## config.mk

```make
export PLATFORM = sky130hd
export DESIGN_NAME = dram_ref_seq
export DESIGN_NICKNAME = d
export VERILOG_FILES = /design/src/rtl/dram_ref_pkg.sv /design/src/rtl/dram_ref_timer.sv /design/src/rtl/dram_ref_engine.sv /design/src/rtl/dram_ref_seq.sv
export SDC_FILE = /design/constraint.sdc
export NUM_CORES = 1
export LEC_CHECK = 0
export ABC_CLOCK_PERIOD_IN_PS = 7700
export BUFFER_PORTS_ARGS = -buffer_cell sky130_fd_sc_hd__clkbuf_2
export CAP_MARGIN = 5
export CORE_MARGIN = 2
export CORE_UTILIZATION = 40
export DETAILED_ROUTE_END_ITERATION = 8
export SYNTH_ARGS = -nofsm -noshare
export SYNTH_HDL_FRONTEND = slang
export SYNTH_HIERARCHICAL = 1
export SYNTH_SLANG_ARGS = --single-unit
export TNS_END_PERCENT = 10
```

## constraint.sdc

```tcl
create_clock -name clk_i -period 7.7 [get_ports clk_i]
set_clock_uncertainty 0.05 [all_clocks]
set_input_delay 1.925 -clock clk_i [delete_from_list [all_inputs] [get_ports clk_i]]
set_output_delay 1.925 -clock clk_i [all_outputs]
set_load 0.03 [all_outputs]
```

## src/rtl/dram_ref_pkg.sv

```systemverilog
package dram_ref_pkg;
  typedef enum logic [1:0] {
    ENG_IDLE,
    ENG_CAS_LEAD,
    ENG_RAS_LOW,
    ENG_PRECH
  } eng_state_e;

  typedef enum logic {
    REF_CBR      = 1'b0,
    REF_RAS_ONLY = 1'b1
  } ref_mode_e;
endpackage

```

## src/rtl/dram_ref_timer.sv

```systemverilog
module dram_ref_timer #(
  parameter int PAUSE_CYC    = 50000,
  parameter int INTERVAL_CYC = 3900
) (
  input  logic clk_i,
  input  logic rst_ni,
  input  logic run_i,
  output logic pause_done_o,
  output logic tick_o
);
  localparam int PW = $clog2(PAUSE_CYC + 1);
  localparam int IW = $clog2(INTERVAL_CYC);

  logic [PW-1:0] pause_cnt;
  logic [IW-1:0] ival_cnt;

  always_ff @(posedge clk_i or negedge rst_ni) begin
    if (!rst_ni) begin
      pause_cnt    <= '0;
      pause_done_o <= 1'b0;
    end else if (!pause_done_o) begin
      if (pause_cnt == PW'(PAUSE_CYC - 1)) pause_done_o <= 1'b1;
      else pause_cnt <= pause_cnt + 1'b1;
    end
  end

  // interval timer only runs once initialisation is over
  always_ff @(posedge clk_i or negedge rst_ni) begin
    if (!rst_ni) begin
      ival_cnt <= '0;
      tick_o   <= 1'b0;
    end else begin
      tick_o <= 1'b0;
      if (run_i) begin
        if (ival_cnt == IW'(INTERVAL_CYC - 1)) begin
          ival_cnt <= '0;
          tick_o   <= 1'b1;
        end else begin
          ival_cnt <= ival_cnt + 1'b1;
        end
      end
    end
  end
endmodule

```

## src/rtl/dram_ref_engine.sv

```systemverilog
module dram_ref_engine
  import dram_ref_pkg::*;
#(
  parameter ref_mode_e MODE  = REF_CBR,
  parameter int        T_CSR = 2,
  parameter int        T_RAS = 15,
  parameter int        T_RP  = 10
) (
  input  logic clk_i,
  input  logic rst_ni,
  input  logic start_i,
  output logic idle_o,
  output logic done_o,
  output logic ras_n_o,
  output logic cas_n_o
);
  localparam int T_MAX0 = (T_RAS > T_RP) ? T_RAS : T_RP;
  localparam int T_MAX  = (T_MAX0 > T_CSR) ? T_MAX0 : T_CSR;
  localparam int CW     = $clog2(T_MAX + 1);

  eng_state_e    state;
  logic [CW-1:0] cnt;

  always_ff @(posedge clk_i or negedge rst_ni) begin
    if (!rst_ni) begin
      state <= ENG_IDLE;
      cnt   <= '0;
    end else begin
      unique case (state)
        ENG_IDLE: if (start_i) begin
          if (MODE == REF_CBR) begin
            state <= ENG_CAS_LEAD;
            cnt   <= CW'(T_CSR - 1);
          end else begin
            state <= ENG_RAS_LOW;
            cnt   <= CW'(T_RAS - 1);
          end
        end
        ENG_CAS_LEAD: if (cnt == '0) begin
          state <= ENG_RAS_LOW;
          cnt   <= CW'(T_RAS - 1);
        end else cnt <= cnt - 1'b1;
        ENG_RAS_LOW: if (cnt == '0) begin
          state <= ENG_PRECH;
          cnt   <= CW'(T_RP - 1);
        end else cnt <= cnt - 1'b1;
        ENG_PRECH: if (cnt == '0) state <= ENG_IDLE;
        else cnt <= cnt - 1'b1;
        default: state <= ENG_IDLE;
      endcase
    end
  end

  assign idle_o  = (state == ENG_IDLE);
  assign done_o  = (state == ENG_PRECH) && (cnt == '0);
  assign ras_n_o = (state != ENG_RAS_LOW);
  // CAS is held across the whole RAS-low phase in CAS-first mode
  assign cas_n_o = !((MODE == REF_CBR) &&
                     ((state == ENG_CAS_LEAD) || (state == ENG_RAS_LOW)));
endmodule

```

## src/rtl/dram_ref_seq.sv

```systemverilog
module dram_ref_seq
  import dram_ref_pkg::*;
#(
  parameter ref_mode_e MODE           = REF_CBR,
  parameter int        ROW_BITS       = 11,
  parameter int        PAUSE_CYC      = 50000,
  parameter int        INTERVAL_CYC   = 3900,
  parameter int        INIT_REFRESHES = 8,
  parameter int        PEND_MAX       = 4,
  parameter int        T_CSR          = 2,
  parameter int        T_RAS          = 15,
  parameter int        T_RP           = 10
) (
  input  logic                clk_i,
  input  logic                rst_ni,
  input  logic                ref_gnt_i,
  output logic                ref_req_o,
  output logic                ready_o,
  output logic                ras_n_o,
  output logic                cas_n_o,
  output logic                we_n_o,
  output logic [ROW_BITS-1:0] addr_o
);
  localparam int PDW = $clog2(PEND_MAX + 1);
  localparam int IDW = $clog2(INIT_REFRESHES + 1);

  logic           pause_done, tick, eng_idle, eng_done, start, need, own;
  logic [PDW-1:0] pend;
  logic [IDW-1:0] init_left;

  dram_ref_timer #(
    .PAUSE_CYC   (PAUSE_CYC),
    .INTERVAL_CYC(INTERVAL_CYC)
  ) u_timer (
    .clk_i       (clk_i),
    .rst_ni      (rst_ni),
    .run_i       (ready_o),
    .pause_done_o(pause_done),
    .tick_o      (tick)
  );

  dram_ref_engine #(
    .MODE (MODE),
    .T_CSR(T_CSR),
    .T_RAS(T_RAS),
    .T_RP (T_RP)
  ) u_engine (
    .clk_i  (clk_i),
    .rst_ni (rst_ni),
    .start_i(start),
    .idle_o (eng_idle),
    .done_o (eng_done),
    .ras_n_o(ras_n_o),
    .cas_n_o(cas_n_o)
  );

  assign ready_o   = pause_done && (init_left == '0);
  assign need      = ready_o ? (pend != '0) : (pause_done && (init_left != '0));
  assign ref_req_o = need || own;
  assign start     = own && eng_idle && need;
  assign we_n_o    = 1'b1;

  always_ff @(posedge clk_i or negedge rst_ni) begin
    if (!rst_ni) init_left <= IDW'(INIT_REFRESHES);
    else if (eng_done && !ready_o) init_left <= init_left - 1'b1;
  end

  // saturating backlog of interval ticks
  always_ff @(posedge clk_i or negedge rst_ni) begin
    if (!rst_ni) pend <= '0;
    else begin
      unique case ({tick, eng_done && ready_o})
        2'b10:   if (pend != PDW'(PEND_MAX)) pend <= pend + 1'b1;
        2'b01:   pend <= pend - 1'b1;
        default: pend <= pend;
      endcase
    end
  end

  always_ff @(posedge clk_i or negedge rst_ni) begin
    if (!rst_ni) own <= 1'b0;
    else if (!own) own <= need && ref_gnt_i;
    else if (eng_idle && !need) own <= 1'b0;
  end

  generate
    if (MODE == REF_RAS_ONLY) begin : g_row
      logic [ROW_BITS-1:0] row;
      always_ff @(posedge clk_i or negedge rst_ni) begin
        if (!rst_ni) row <= '0;
        else if (eng_done) row <= row + 1'b1;
      end
      assign addr_o = row;
    end else begin : g_norow
      assign addr_o = '0;
    end
  endgenerate
endmodule

```

==> results of run 1 <==
## worst min path at each step
stage	cells after the start	startpoint	to	slack [ns]
2_1_floorplan	1	u_timer/pause_cnt[15]	u_timer/pause_cnt[15]	0.39
3_3_place_gp	1	u_timer/pause_cnt[15]	u_timer/pause_cnt[15]	0.42
3_5_place_dp	1	u_timer/pause_cnt[15]	u_timer/pause_cnt[15]	0.42
4_1_cts	1	u_timer/pause_cnt[15]	u_timer/pause_cnt[15]	0.43
5_1_grt	1	u_timer/pause_cnt[15]	u_timer/pause_cnt[15]	0.44
6_report	1	u_timer/pause_cnt[15]	u_timer/pause_cnt[15]	0.42
## Yosys cell counts (2+ instances only)
| library cell | number | area share [%] |
|---|---|---|
| dfrtp_1 | 43 | 43 |
| inv_1 | 20 | 3.0 |
| nor2_1 | 19 | 2.9 |
| xnor2_1 | 19 | 6.7 |
| nand2_1 | 15 | 2.3 |
| buf_4 | 12 | 3.6 |
| nor3_1 | 12 | 2.4 |
| nand3_1 | 11 | 2.2 |
| ha_1 | 8 | 4.0 |
| nor2b_1 | 8 | 2.0 |
| a21oi_1 | 7 | 1.4 |
| xor2_1 | 6 | 2.1 |
| nand4_1 | 5 | 1.3 |
| o21ai_0 | 5 | 1.0 |
| nand2b_1 | 4 | 1.0 |
| nor4_1 | 3 | 0.76 |
| o22ai_1 | 3 | 0.76 |
| a211oi_1 | 2 | 0.61 |
| and3_1 | 2 | 0.51 |
| and4_1 | 2 | 0.71 |
| clkbuf_1 | 2 | 0.30 |
| conb_1 | 2 | 0.30 |
| mux2_2 | 2 | 0.91 |
| nand4b_1 | 2 | 0.71 |
| nor4b_1 | 2 | 0.71 |
| or3_1 | 2 | 0.51 |
| or4b_1 | 2 | 0.81 |
## cell families (layout without fill, tap and decap cells)
logic type	Yosys count	in the layout	share of synthesized area (%)
AO/OA/AOI/OAI	35	35	10.41
XOR/XNOR	25	25	8.843
other	2	12	0.3033
adder cells (fa/ha/maj)	9	9	4.851
AND/OR/NAND/NOR	98	98	22.64
multiplexers	3	3	1.314
buffers and inverters	35	36	7.125
flip-flops	44	44	44.52
## power breakdown
part           leakage [uW]  internal [uW]  total (uW)  switching [uW]
Combinational      0.000471          0.758        12.9            12.1
Clock             0.0000455           73.2         145            71.9
Sequential         0.000597            231         231               0
## layout make-up
type | count | share of cell area [%]
Multi-Input combinational cell | 182 | 46.82
Tap cell | 75 | 3.558
Sequential cell | 44 | 41.79
Timing Repair Buffer | 7 | 1.423
Inverter | 21 | 2.989
Clock buffer | 8 | 3.416
## critical path, delay by kind of cell (launching register included)
family          cells  cell delay, ns
buf+inv             2            0.28
compound gates      1            0.28
flops               1            0.38
fa+ha+maj           1            0.21
simple gates        2            0.54
## layer usage
layer / GRT usage, % / part of all wire, % / vias to the layer above
met5: 0 / 0 / -
met2: 21.13 / 44 / 33
met4: 4.754 / 0.77 / 0
li1: - / - / 873
met3: 3.370 / 3.8 / 5
met1: 18.21 / 51 / 824
## per-stage QoR
stage / util [%] / power (uW)
CTS: 44.29 / 396.1
detailed placement: 42.77 / 248.8
global placement: 42.77 / 248.7
finish: 44.29 / 388.8
global route: 44.29 / 407.0
floorplan: - / 248.0
## flip-flops by register name, indices dropped and copies added (netlist names)
| name | cells |
|---|---|
| u_timer/pause_cnt | 16 |
| u_engine/cnt | 4 |
| init_left | 4 |
| own | 1 |
| u_engine/state | 2 |
| u_timer/pause_done_o | 1 |
| pend | 3 |
| u_timer/ival_cnt | 12 |
| u_timer/tick_o | 1 |
==> results by group, run 1 <==
Worst setup path
  – Worst Path Required: 5.73 ns
  – Crit path max fanout: 3
  – Critical path launch point: init_left[0]
  – Reg-to-Reg Start: u_engine/cnt[0]
  – Crit-path cells: inv_1 -> ha_1 -> or4b_1 -> o31ai_2 -> nand2_1 -> clkbuf_2
  – Worst Path Arrival: between 1.5 and 2 ns
  – WS Path Type: reg -> out
  – Worst Reg-to-Reg Cells: 11
  – Slowest stage cell, crit path: or4b_1
  – R2R Setup Slk: ~4.5 ns
  – Crit start category: flip-flop
  – Max incr delay on CP: about 0.46 ns
  – RR Endpoint: pend[1]
  – CP Capture Type: output pin
  – Worst setup path endpoint: ref_req_o

Layout
  – FILL cells: 578
  – Synth-to-Final Area Change: 6.518%
  – Multi-input gate area: 0.001235 mm^2
  – Diodes inserted: 0
  – Leading cell type in the layout, fill and taps excluded: dfrtp_1
  – Share of layout cells above drive strength 1: about a tenth
  – Layout Cells excl Fill: 337
  – Final instance area: approximately 0.0026 mm^2
  – Flip-flop and latch area: 0.001102 mm^2
  – Nets: 273
  – Most frequent cells in the layout: 43 x dfrtp_1, 20 x inv_1, 19 x nor2_1, 19 x xnor2_1, 15 x nand2_1

Power
  – P per Cell Area: 147.4 mW/mm^2
  – Leakage Power: around 0.0011 uW
  – Maximum vdd drop: 63.71 uV

Yosys
  – Register bit total from synthesis: 44
  – Syn Area/Cell: about 10 um^2
  – Top FF cell, synth: dfrtp_1
  – Sequential fraction of the synthesis area: about 45%
  – Post-synth EDFFs: 0
  – Synth Warn #: 6
  – Synth Instances: roughly 250
  – Synth async-reset ratio: 100.0%
  – Synth Cell Area: roughly 0.0025 mm^2
  – Yosys cell types: 58

STA
  – Final period util: ~50%
  – Worst Tran Pin Value: 0.8806 ns
  – Unrepaired setup endpoints after global routing: false
  – Hold slack final: between 0.4 and 0.5 ns
  – Highest achievable clock rate: 253.0 MHz
  – Fin. max-slew vios: 0
  – Setup TNS: 0 ns
  – Min Tclk post-route: roughly 4 ns
  – Final count of hold timing violations: 0
  – Final Worst Setup Slack: 3.747 ns
  – Slew headroom: 40.75%
  – Final setup violation count: 0

Global routing
  – All-Layer GR Usage: between 10% and 20%
  – Global route overflow: 0
  – Initial antenna violation count: 0
  – Vias in the first global route: between 1500 and 2000
  – First-pass GRT wire length: just over 7000 um
  – Largest net degree at the start of global routing: 45

Routing
  – DRC viols: 0
  – DR vias: 1735
  – Drt wl/cell: 12.28 um
  – DR iter-0 viols: slightly above 90
  – Post-route ant nets: 0
  – Drt total wl: about 4100 um
  – Drt via density: between 5 and 6
  – First-pass DRT Iterations: 4

Placement
  – RD Place Congestion: 0.7733
  – Pre-CTS WS: about 4.1 ns
  – Placed Instances: roughly 330
  – Placed cell areas: 0.002547 mm^2
  – Post-DP HPWL: slightly below 3000 um
  – IO buf count: 6

Worst hold path
  – HP Class: reg -> reg

Outcome
  – Status: finished clean

Flow run
  – MaxCap Viol Count: 0

CTS
  – CTS Buf Count: 5
  – Post-CTS setup buffer count: 0
  – CTS hold repair buffers: 0
  – Cts repair resizes: 0
  – Maximum buffer depth of the clock tree: 2
  – CTS H-tree lvls: 2
  – Clk sinks: 44
  – Root Driver: clkbuf_8
  – CTS tree: yes
  – Reg clk slew, reported paths: ~0.08 ns
  – Clock Latency Late Sink: slightly below 0.3 ns

Floorplan
  – Starting Density: about two fifths
  – Top-level port count: 19
  – Die Y: a little over 80 um
  – DIE AREA: 0.006836 mm^2
  – Die W: 82.68 um
  – Row count: 28
  – Core area: between 0.005 and 0.006 mm^2
Power figures use the tool's default switching activity.
==> inputs of run 2 (changes only) <==
Settings changed: ABC_CLOCK_PERIOD_IN_PS 7700 to 3200.
Clock period 7.7 ns to 3.2 ns, I/O delays scaled along.
==> run 2 against run 1 <==
Combinational power rose by 150%; global-route usage up 0.39 points; worst hold slack improved by 0.013 ns.
==> results by group, run 2 (synthesis gave the netlist of run 1 again) <==
Routing
  – DR iter-0 viols: 53 (-42%)
  – DR vias: 1773 (+2.2%)
  – DRC viols: 0 (unchanged)
  – Post-route ant nets: 0 (unchanged)
  – Drt total wl: 4253 um (+2.7%)
  – First-pass DRT Iterations: 4 (unchanged)
  – Drt wl/cell: 12.51 um (+1.8%)
  – Drt via density: 5.215 (+1.3%)

CTS
  – Reg clk slew, reported paths: 0.09 ns (about the same)
  – Root Driver: clkbuf_8
  – Post-CTS setup buffer count: 0 (unchanged)
  – CTS tree: yes
  – CTS H-tree lvls: 2 (unchanged)
  – CTS hold repair buffers: 0 (unchanged)
  – Clock Latency Late Sink: 0.29 ns (about the same)
  – Clk sinks: 44 (unchanged)
  – Maximum buffer depth of the clock tree: 2 (unchanged)
  – CTS Buf Count: 5 (unchanged)

Flow run
  – MaxCap Viol Count: 0 (unchanged)

Worst setup path
  – Crit-path cells: inv_1 -> ha_1 -> nor3b_4 -> nand2_1 -> inv_1 -> nor2b_1 -> nand2_1 -> fa_1 -> nor2_1 -> a2111oi_0 -> o22ai_1
  – WS Path Type: reg -> reg
  – Worst Path Required: 3.31 ns (-2.42 ns)
  – CP Capture Type: flip-flop
  – Slowest stage cell, crit path: fa_1
  – Worst Path Arrival: 2.99 ns (+1.01 ns)
  – Crit start category: flip-flop
  – Max incr delay on CP: 0.54 ns (+0.08 ns)
  – Crit path max fanout: 6 (+3)

Placement
  – IO buf count: 6 (unchanged)
  – RD Place Congestion: 0.7943 (+2.7%)
  – Placed Instances: 332 (+0.91%)
  – Placed cell areas: 0.002570 mm^2 (+0.88%)
  – Post-DP HPWL: 3145 um (+6.4%)

Floorplan
  – Top-level port count: 19 (unchanged)
  – Starting Density: 41.58% (unchanged)
  – Die Y: 82.68 um (unchanged)
  – DIE AREA: 0.006836 mm^2 (unchanged)
  – Row count: 28 (unchanged)
  – Die W: 82.68 um (unchanged)
  – Core area: 0.005956 mm^2 (unchanged)

Layout
  – Biggest register: u_timer/pause_cnt
  – Largest regs: u_timer/pause_cnt x16, u_timer/ival_cnt x12
  – Diodes inserted: 0 (unchanged)
  – Layout Cells excl Fill: 340 (+0.89%)
  – Final instance area: 0.002669 mm^2 (+1.2%)
  – Nets: 276 (+1.1%)
  – Share of layout cells above drive strength 1: 11.70% (+1.8 points)
  – Leading cell type in the layout, fill and taps excluded: dfrtp_1
  – Max reg flops: 16 (unchanged)
  – Synth-to-Final Area Change: 7.782%
  – Most frequent cells in the layout: 43 x dfrtp_1, 20 x inv_1, 19 x nor2_1, 19 x xnor2_1, 15 x nand2_1

Global routing
  – Initial antenna violation count: 0 (unchanged)
  – First-pass GRT wire length: 7369 um (+2.6%)
  – Met3 Track Usage GR: 3.261% (-0.11 points)
  – Met2 Track Usage GR: 21.77% (+0.65 points)
  – Routing usage on met1: 19.07% (+0.87 points)
  – Most Crowded Layer GR: met2
  – Global route overflow: 0 (unchanged)
  – Vias in the first global route: 1627 (-1.6%)
  – Largest net degree at the start of global routing: 28 (-38%)
  – All-Layer GR Usage: 13.91% (+0.39 points)

Power
  – Switching power: 217.0 uW (+160%)
  – Flop pwr share: 58.6% (-0.8 points)
  – Net Sw Frac: 22.90% (+1.3 points)
  – P per Cell Area: 355.1 mW/mm^2 (+140%)
  – Clock group share of total power: 38.0% (+0.7 points)
  – Combinational share of power: 3.4% (about the same)
  – Leakage Power: 0.001139 uW (+2.3%)
  – Maximum vdd drop: 279.7 uV (+340%)
  – Internal power: 730.6 uW (+140%)

STA
  – Final setup violation count: 0 (unchanged)
  – Highest achievable clock rate: between 300 and 400 MHz
  – Setup TNS: 0 ns (unchanged)
  – Min Tclk post-route: 2.885 ns
  – Worst Tran Pin Value: 0.6460 ns (-0.2346 ns)
  – Slew headroom: 56.93% (+16 points)
  – Final count of hold timing violations: 0 (unchanged)
  – Unrepaired setup endpoints after global routing: false
  – Fin. max-slew vios: 0 (unchanged)
  – Final period util: about 90%

Worst hold path
  – HP Class: reg -> reg

Outcome
  – Status: finished clean
-- run 2: cell types whose count changed in the layout (fill, tap and decap cells not counted) --
cell      delta
nor3b_2      -1
buf_4        +3
nor3b_4      +1
clkinv_2     +2
clkbuf_1     -2
-- run 2: metal layers --
layer	part of all wire (%)	up-vias	routed length, um
li1	-	892	-
met1	49	844	2105
met2	47	30	1984
met3	2.8	7	118
met4	1.0	0	44
met5	0	-	0
-- run 2: path summary, 6_finish.rpt --
kind / startpoint / end / slack, ns / cells past startpoint
max: u_engine/cnt[0] / pend[1] / 0.31 / 11
min: u_timer/pause_cnt[15] / u_timer/pause_cnt[15] / 0.43 / 1
max reg2reg: u_engine/cnt[0] / pend[1] / 0.31 / 11
min reg2reg: u_timer/pause_cnt[15] / u_timer/pause_cnt[15] / 0.43 / 1
max in group asynchronous: rst_ni / u_timer/ival_cnt[1] / 2.03 / 2
min in group asynchronous: rst_ni / u_timer/pause_cnt[11] / 0.46 / 1
-- run 2: power groups by stage --
stage                     clock, uW  combinational, uW  sequential, uW
after floorplan                   0               29.9             567
after global placement            0               33.4             567
after detailed placement          0               33.5             567
after CTS                       375               33.6             555
after global routing            392               36.7             556
final                           360               32.1             555
-- run 2: worst max-delay path: cells and delay by family (launching register included) --
family / cells / cell delay [ns]
AO/OA/AOI/OAI: 2 / 0.51
adder cells (fa/ha/maj): 2 / 0.75
buffers and inverters: 2 / 0.17
flip-flops: 1 / 0.41
AND/OR/NAND/NOR: 5 / 0.86
-- run 2: layout make-up --
class,count,area (um^2)
multi-input combinational,182,1241
clock inverter,2,10.01
fill,584,3287
clock buffer,6,82.58
sequential,44,1102
timing repair buffer,10,60.06
tap,75,93.84
inverter,21,78.83
-- run 2: per-stage QoR --
stage,total power [uW],hold WS (ns),util (%),setup WS (ns)
floorplan,596.6,0.3875,-,0.3080
global placement,599.9,0.4223,43.15,0.4339
detailed placement,600.0,0.4253,43.15,0.2774
CTS,964.3,0.4420,44.71,0.2661
global route,983.9,0.4538,44.81,0.07230
finish,947.6,0.4329,44.81,0.3146
-- run 2: repair_timing --
| action | 4_1_cts | 5_1_grt |
|---|---|---|
| gates resized for setup | 0 | 1 |
| endpoints found under the setup margin | 0 | 1 |
| hold endpoints to repair | 0 | 0 |
==> inputs of run 3 (changes only) <==
Settings changed: ABC_AREA from default to 1.
==> run 3 against run 2 <==
Synthesized area up 15%; critical path depth shrank 6; setup slack better by 0.40 ns; largest power group unchanged; critical path type is now reg -> out; sequential cell count is the same; register-to-register slack better by 0.76 ns; wire length grew 22%; design area increased by 13%; sequential share of layout area is 4.8 points lower; clock-buffer cell count increased by 1; non-clock buffer count is 2 lower.
==> results by group, run 3 <==
Outcome
  – Status: finished clean

STA
  – Setup TNS: 0 ns (unchanged)
  – Final count of hold timing violations: 0 (unchanged)
  – Fin. max-slew vios: 0 (unchanged)
  – Hold slack final: 0.4287 ns (-0.004177 ns)
  – Min Tclk post-route: 2.484 ns (-0.4014 ns)
  – Final setup violation count: 0 (unchanged)
  – Highest achievable clock rate: 402.6 MHz (+16%)
  – Slew headroom: 62.37% (+5.4 points)
  – Final Worst Setup Slack: 0.7161 ns (+0.4014 ns)
  – Unrepaired setup endpoints after global routing: false
  – Worst Tran Pin Value: 0.5644 ns (-0.08159 ns)
  – Final period util: 77.62% (-13 points)

Yosys
  – Synth top area cells: dfrtp_1 38%, nand2_1 16%, inv_1 6.7%
  – Synth Cell Area: 0.002845 mm^2 (+15%)
  – Synth Instances: 396 (+58%)
  – Post-synth top area share: 37.82% (-5.6 points)
  – Syn Area/Cell: 7.185 um^2 (-27%)
  – Synth async-reset ratio: 100.0% (unchanged)
  – Synth Warn #: 6 (unchanged)
  – Most numerous cell in the Yosys netlist: nand2_1
  – Register bit total from synthesis: 44 (unchanged)
  – Sequential fraction of the synthesis area: 38.74% (-5.8 points)
  – Commonest cells in the netlist: 124 x nand2_1, 51 x inv_1, 43 x dfrtp_1, 42 x nor2_1, 25 x nand3_1
  – Yosys cell types: 31 (-47%)
  – Post-synth EDFFs: 0 (unchanged)
  – Top FF cell, synth: dfrtp_1
  – Yosys top cell by area: dfrtp_1

Global routing
  – Vias in the first global route: 2072 (+27%)
  – All-Layer GR Usage: 14.65% (+0.74 points)
  – Global route overflow: 0 (unchanged)
  – Largest net degree at the start of global routing: 45 (+61%)
  – Initial antenna violation count: 0 (unchanged)
  – First-pass GRT wire length: 9170 um (+24%)

Floorplan
  – Top-level port count: 19 (unchanged)
  – Row count: 30 (+7.1%)
  – Starting Density: 41.65% (+0.073 points)
  – Core area: 0.006832 mm^2 (+15%)
  – Die Y: 88.34 um (+6.8%)
  – Die W: 88.34 um (+6.8%)
  – DIE AREA: 0.007804 mm^2 (+14%)

Placement
  – Placed Instances: 494 (+49%)
  – RD Place Congestion: 0.8815 (+11%)
  – Post-DP HPWL: 3926 um (+25%)
  – Pre-CTS WS: 1.006 ns (+0.7287 ns)
  – IO buf count: 6 (unchanged)

Power
  – Maximum vdd drop: 186.0 uV (-34%)
  – Leakage Power: 0.001457 uW (+28%)
  – P per Cell Area: 313.4 mW/mm^2 (-12%)

CTS
  – CTS hold repair buffers: 0 (unchanged)
  – Reg clk slew, reported paths: 0.08 ns (about the same)
  – Clk sinks: 44 (unchanged)
  – Maximum buffer depth of the clock tree: 2 (unchanged)
  – Root Driver: clkbuf_8
  – Post-CTS setup buffer count: 0 (unchanged)
  – CTS Buf Count: 5 (unchanged)
  – Clock Latency Late Sink: 0.28 ns (about the same)
  – CTS H-tree lvls: 2 (unchanged)
  – CTS tree: yes
  – Cts repair resizes: 0 (unchanged)

Worst setup path
  – Worst Path Arrival: 1.63 ns (-1.36 ns)
  – Worst Reg-to-Reg Cells: 11 (unchanged)
  – CP Capture Type: output pin
  – Worst Path Required: 2.35 ns (-0.96 ns)
  – WS Path Type: reg -> out
  – Crit start category: flip-flop
  – Crit path max fanout: 12 (+6)
  – R2R Setup Slk: 1.07 ns (+0.76 ns)

Routing
  – Post-route ant nets: 0 (unchanged)
  – Drt total wl: 5209 um (+22%)
  – DRC viols: 0 (unchanged)
  – Drt via density: 4.612 (-12%)
  – DR vias: 2315 (+31%)
  – First-pass DRT Iterations: 4 (unchanged)
  – Drt wl/cell: 10.38 um (-17%)
  – DR iter-0 viols: 78 (+47%)

Layout
  – Nets: 417 (+51%)
  – Leading cell type in the layout, fill and taps excluded: nand2_1
  – Synth-to-Final Area Change: 6.025%
  – Largest regs: u_timer/pause_cnt x16, u_timer/ival_cnt x12
  – Share of layout cells above drive strength 1: 9.852% (-1.8 points)
  – Flip-flop and latch area: 0.001102 mm^2 (unchanged)
  – Most frequent cells in the layout: 124 x nand2_1, 51 x inv_1, 43 x dfrtp_1, 42 x nor2_1, 25 x nand3_1
  – Biggest register: u_timer/pause_cnt
  – Layout Cells excl Fill: 502 (+48%)
  – FILL cells: 686 (+17%)
  – Max reg flops: 16 (unchanged)
  – Multi-input gate area: 0.001453 mm^2 (+17%)
  – Diodes inserted: 0 (unchanged)

Worst hold path
  – Worst hold stages: 2 (+1)
  – HP Class: reg -> reg

Flow run
  – MaxCap Viol Count: 0 (unchanged)
run 3: final cells by class:
type	count	share of cell area, %
clock buffer	7	2.862
clock inverter	1	0.2489
inverter	54	6.719
multi-input combinational	292	48.15
sequential	44	36.54
tap	96	3.982
timing repair buffer	8	1.493
run 3: path summary, 6_finish.rpt:
kind | startpoint | end
worst min register to register | u_timer/pause_cnt[15] | u_timer/pause_cnt[15]
worst max register to register | u_engine/cnt[0] | pend[2]
worst max-delay path | init_left[0] | ready_o
max in group asynchronous | rst_ni | u_timer/pause_cnt[5]
worst min-delay path | u_timer/pause_cnt[15] | u_timer/pause_cnt[15]
min in group asynchronous | rst_ni | u_timer/pause_cnt[12]
run 3: report_power, final:
part / leakage (uW) / total, uW / switching, uW / internal (uW)
clock network: 0.0000445 / 359 / 183 / 176
logic: 0.000816 / 31.2 / 29.5 / 1.77
registers: 0.000597 / 555 / 0 / 555
run 3: critical path, cell delays in order (launching register included):
cell and delay, ns:
dfrtp_1 0.33, inv_1 0.06, ha_1 0.24, nand3_2 0.10, clkinv_1 0.32, clkbuf_2 0.30
run 3: per-layer routing:
| layer | GRT usage, % | wire, um |
|---|---|---|
| met1 | 19.98 | 2614 |
| met3 | 2.892 | 149 |
| met2 | 24.06 | 2412 |
| met4 | 3.581 | 33 |
| met5 | 0 | 0 |
run 3: cells by family (layout without fill, tap and decap cells):
family / after synthesis / after routing / share of synthesized area (%)
adder cells (fa/ha/maj): 9 / 9 / 4.222
other: 2 / 12 / 0.2640
buffers and inverters: 70 / 70 / 11.52
flip-flops: 44 / 44 / 38.74
XOR/XNOR: 13 / 13 / 4.002
AND/OR/NAND/NOR: 239 / 239 / 37.82
AO/OA/AOI/OAI: 19 / 19 / 3.430
run 3: stage by stage:
stage / instance area, um^2 / util (%) / total power, uW
final: 3017 / 44.16 / 945.5
after global routing: 3017 / 44.16 / 997.9
after CTS: 3017 / 44.16 / 970.2
after detailed placement: 2923 / 42.78 / 598.9
after global placement: 2923 / 42.78 / 598.7
after floorplan: 2883 / - / 596.6
